--- config.mk ---
export PLATFORM = sky130hd
export DESIGN_NAME = zp_bitbr_seq
export DESIGN_NICKNAME = d
export VERILOG_FILES = /design/src/rtl/zp_bitbr_seq.sv
export SDC_FILE = /design/constraint.sdc
export NUM_CORES = 1
export LEC_CHECK = 0
export ABC_AREA = 1
export BUFFER_PORTS_ARGS = -buffer_cell sky130_fd_sc_hd__buf_2
export CAP_MARGIN = 20
export CORE_MARGIN = 2
export CORE_UTILIZATION = 47
export DETAILED_ROUTE_END_ITERATION = 12
export PLACE_DENSITY_LB_ADDON = 0.15
export SLEW_MARGIN = 20
export SYNTH_ARGS = -nofsm -noshare
export SYNTH_HDL_FRONTEND = slang
export SYNTH_SLANG_ARGS = --single-unit
--- constraint.sdc ---
create_clock -name clk -period 3.1 [get_ports clk]
set_input_delay 0.155 -clock clk [delete_from_list [all_inputs] [get_ports clk]]
set_output_delay 0.155 -clock clk [all_outputs]
set_load 0.005 [all_outputs]
--- src/rtl/zp_bitbr_seq.sv ---
module zp_bitbr_seq (
  input  logic        clk,
  input  logic        rst_n,
  input  logic        start,
  input  logic [15:0] start_pc,
  output logic [15:0] mem_addr,
  output logic        mem_rd,
  input  logic [7:0]  mem_rdata,
  output logic        busy,
  output logic        done,
  output logic        taken,
  output logic        illegal,
  output logic [15:0] next_pc
);

  typedef enum logic [2:0] {IDLE, FETCH_OP, FETCH_ZP, FETCH_DISP, READ_ZP, RESOLVE} st_t;
  st_t st;

  logic [15:0] pc_q;
  logic [7:0]  op_q, zp_q, disp_q;

  wire op_legal  = (mem_rdata[4:0] == 5'h17) || (mem_rdata[4:0] == 5'h07);
  wire sel_bit   = mem_rdata[op_q[7:5]];
  wire go        = op_q[4] ? ~sel_bit : sel_bit;
  wire [15:0] seq_pc = pc_q + 16'd3;
  wire [15:0] br_pc  = seq_pc + {{8{disp_q[7]}}, disp_q};

  assign busy   = (st != IDLE);
  assign mem_rd = (st == FETCH_OP) || (st == FETCH_DISP) || (st == READ_ZP) ||
                  ((st == FETCH_ZP) && op_legal);

  always_comb begin
    case (st)
      FETCH_ZP:   mem_addr = pc_q + 16'd1;
      FETCH_DISP: mem_addr = pc_q + 16'd2;
      READ_ZP:    mem_addr = {8'h00, zp_q};
      default:    mem_addr = pc_q;
    endcase
  end

  always_ff @(posedge clk) begin
    if (!rst_n) begin
      st      <= IDLE;
      pc_q    <= '0;
      op_q    <= '0;
      zp_q    <= '0;
      disp_q  <= '0;
      done    <= 1'b0;
      taken   <= 1'b0;
      illegal <= 1'b0;
      next_pc <= '0;
    end else begin
      done <= 1'b0;
      case (st)
        IDLE: if (start) begin
          pc_q <= start_pc;
          st   <= FETCH_OP;
        end
        FETCH_OP: st <= FETCH_ZP;
        FETCH_ZP: begin
          op_q <= mem_rdata;
          if (op_legal) st <= FETCH_DISP;
          else begin
            st      <= IDLE;
            done    <= 1'b1;
            illegal <= 1'b1;
            taken   <= 1'b0;
            next_pc <= pc_q;
          end
        end
        FETCH_DISP: begin
          zp_q <= mem_rdata;
          st   <= READ_ZP;
        end
        READ_ZP: begin
          disp_q <= mem_rdata;
          st     <= RESOLVE;
        end
        RESOLVE: begin
          st      <= IDLE;
          done    <= 1'b1;
          illegal <= 1'b0;
          taken   <= go;
          next_pc <= go ? br_pc : seq_pc;
        end
        default: st <= IDLE;
      endcase
    end
  end


  done_pulse_chk: assert property (@(posedge clk) disable iff (!rst_n) done |=> !done);


  illegal_not_taken_chk: assert property (@(posedge clk) disable iff (!rst_n)
    (done && illegal) |-> (!taken && next_pc == pc_q));


  fallthrough_chk: assert property (@(posedge clk) disable iff (!rst_n)
    (done && !illegal && !taken) |-> (next_pc == pc_q + 16'd3));


  busy_start_chk: assert property (@(posedge clk) disable iff (!rst_n)
    (busy && start) |=> $stable(pc_q));


  result_hold_chk: assert property (@(posedge clk) disable iff (!rst_n)
    (!done && !$past(done)) |-> ($stable(next_pc) && $stable(taken)));


  read_busy_chk: assert property (@(posedge clk) disable iff (!rst_n) mem_rd |-> busy);

endmodule

==> results.toml <==
[drt]
finalWirelength_mm = 13.5
vias = 4704
wire_per_inst_um = 16.0
antenna_left = 0
drtIter0Drc = 270
drc_errors = 0
via_per_inst = 5.56
drt_pre_antenna_iters = 5

[critical_path]
crit_cells = 16
crit_path_max_incr_delay_ns = 0.41
critPathSlowestCell = "dfxtp_2"
critPathTopFamily = "simple AND/OR/NAND/NOR gates"
crit_path_end_kind = "flop"
ff2ff_path_depth = 16
rr_startpoint = "pc_q[2]"
path_class = "reg -> reg"
reg2reg_to = "next_pc[10]"
crit_path_max_fanout = 8
crit_buf_inv = 2
worstPathArrival_ns = 3.07
worstSetupStartpoint = "pc_q[2]"
cp_cell_sequence = "ha_1 -> inv_1 -> nand2_1 -> xor2_1 -> inv_1 -> ha_1 -> or2_2 -> nand3_1 -> nand2_1 -> nand2_1 -> nand2_1 -> or2_2 -> nand3_1 -> nand2_1 -> nand2_1 -> nand2_1"
rrSetupSlack_ns = 0.28
cp-endpoint = "next_pc[10]"
worstPathRequired_ns = 3.35
start_kind = "flop"
path_common_cell = "nand2_1"

[sta]
fin_setup_tns_ns = 0
tightestPinTransition_ns = 0.669
fmax_mhz = 355
period_minus_slack_ns = 2.82
hold_violations = 0
hold_slack_ns = 0.0614
post-route-period-util_pct = 90.8
skew_ns = 0.00708
setup_viol = 0
layout_setup_ws_ns = 0.284
relSlewSlack_pct = 55.4
rsz0062_at_grt = "false"
maxSlewViolCount = 0

[yosys]
synth_common_cells = "nand2_1, nor2_1, inv_1, a21oi_1, dfxtp_1"
synthesis.nets = 720
synth_seq_area_share_pct = 27.1
synth_top_area_cell = "dfxtp_1"
yosysMostFrequentCell = "nand2_1"
syn_avg_cell_area_sq_um = 6.39
synth_area_leaders = "dfxtp_1, nand2_1, a21oi_1, ha_1, nor2_1"
synth_warnings = 0
netlist_instances = 670
synthArstFlopShare_pct = 0
synth_top_area_share_pct = 27.1
ys.flop_type = "dfxtp_1"
syn_area_sq_um = 4280
yosys_register_bits = 58
synth-edff-count = 0
synth.distinct_cells = 44

[floorplanning]
die_area_sq_um = 9890
die_w_um = 99.5
dieHeight_um = 99.5
rows = 34
start_util_pct = 48.9
fp.coreArea_sq_um = 8760
io_pins = 64

[place]
place_area_sq_um = 4700
port-buffer-count = 63
place_ws_ns = 0.155
gp_congestion = 0.926
dp.cells = 830
dp_hpwl_mm = 10.5

[power_and_ir_drop]
p_sw_uw = 795
p_sw_share_pct = 36.7
p_int_mw = 1.37
combPwrFrac_pct = 26.4
finalPower_mw = 2.17
power_frac_clock_pct = 34.3
seqPwrFrac_pct = 39.4
vdd_drop_max_mv = 0.241
power.density_nw_per_um2 = 438
leakage_nw = 2.36

[grt]
grt_antenna_before_repair = 0
grt_max_degree = 39
grt_pass1_wl_mm = 22.4
grt_pass1_vias = 4411
grt_usage_pct = 28.7
grt_overflow = 0

[min_path]
hp-class = "in -> reg"

[clock_network]
postCtsSetupBuffers = 0
clkSinkCount = 58
clkTransAtPathRegs_ns = 0.08
clk_latency_ns = 0.35
clockRootBuffer = "clkbuf_8"
cts_max_level = 3
hold_buffers = 0
cts_inserted_buffers = 9
cts_tree = "yes"
cts_resized = 0
cts_buffer_depth = 2

[final_layout]
areaGrowthSynthToFinish_pct = 15.5
fin_util_pct = 56.4
antenna_cells = 0
finalInstanceArea_sq_um = 4940
stdcell_count = 846
drive_gt1_share_pct = 18.4
final_nets = 783

[run]
cap_viol_max_count = 0

[status]
status = "completed"
[cell usage in the layout (no fill, tap or decap), types with 6 or more instances in the layout]
cell type  instances
a21oi_1           59
buf_2             63
buf_4              7
clkbuf_8           9
dfxtp_1           55
ha_1              21
inv_1             61
inv_2             12
nand2_1          173
nand2_2            7
nand3_1           41
nand4_1            6
nor2_1            66
nor2_4             7
nor3_1            11
o211ai_1           9
o21ai_0           50
o21ai_1           10
xor2_1            15
[how the worst min path moves through the flow]
| stage | startpoint | endpoint | slack (ns) | cells after the start |
|---|---|---|---|---|
| 4_1_cts | start_pc[11] | pc_q[11] | 0.06 | 3 |
| 5_1_grt | start_pc[12] | pc_q[12] | 0.07 | 3 |
| 3_5_place_dp | start_pc[12] | pc_q[12] | 0.43 | 3 |
| 3_3_place_gp | start_pc[11] | pc_q[11] | 0.42 | 3 |
| 2_1_floorplan | mem_rdata[0] | zp_q[0] | 0.29 | 2 |
| 6_report | start_pc[12] | pc_q[12] | 0.06 | 3 |
[state kept, by name (all words and copies together) (netlist names)]
name / count
done: 1
st: 3
taken: 1
op_q: 4
next_pc: 16
zp_q: 8
pc_q: 16
illegal: 1
disp_q: 8
[layout make-up]
type / count / area [sq um]
clock inverter: 7 / 78.8
sequential: 58 / 1160
tap: 108 / 135
multi-input combinational: 519 / 2790
clock buffer: 9 / 124
inverter: 75 / 284
timing repair buffer: 70 / 368
fill: 903 / 3820
[worst reg2reg max path: stages, from the launching register on]
cell     delay, ns
dfxtp_2       0.41
ha_1          0.23
inv_1         0.07
nand2_1       0.15
xor2_1        0.25
inv_1         0.08
ha_1          0.33
or2_2         0.30
nand3_1       0.09
nand2_1       0.14
nand2_1       0.09
nand2_1       0.06
or2_2         0.27
nand3_1       0.07
nand2_1       0.07
nand2_1       0.06
nand2_1       0.04
[power by group through the flow]
| stage | sequential [mW] | combinational (mW) | clock [mW] |
|---|---|---|---|
| 5_1_grt | 0.861 | 0.642 | 0.778 |
| 3_5_place_dp | 0.868 | 0.557 | 0 |
| 4_1_cts | 0.850 | 0.561 | 0.749 |
| 2_1_floorplan | 0.853 | 0.387 | 0 |
| 3_3_place_gp | 0.866 | 0.549 | 0 |
| 6_report | 0.853 | 0.572 | 0.743 |
[cells by family after synthesis]
group / Yosys count / share of synthesized area, %
AND/OR/NAND/NOR: 328 / 34.0
AO/OA/AOI/OAI: 146 / 18.7
buffers and inverters: 93 / 8.56
flip-flops: 58 / 27.1
adder cells (fa/ha/maj): 23 / 6.89
XOR/XNOR: 22 / 4.67
[per-layer routing]
metal	wire length (um)	up-vias	track usage, %
li1	-	2343	-
met1	6170	2143	39.1
met2	6080	195	46.4
met3	1010	23	4.99
met4	279	0	8.96
met5	0	-	0
Note: power is estimated with default switching activity, not from simulation.
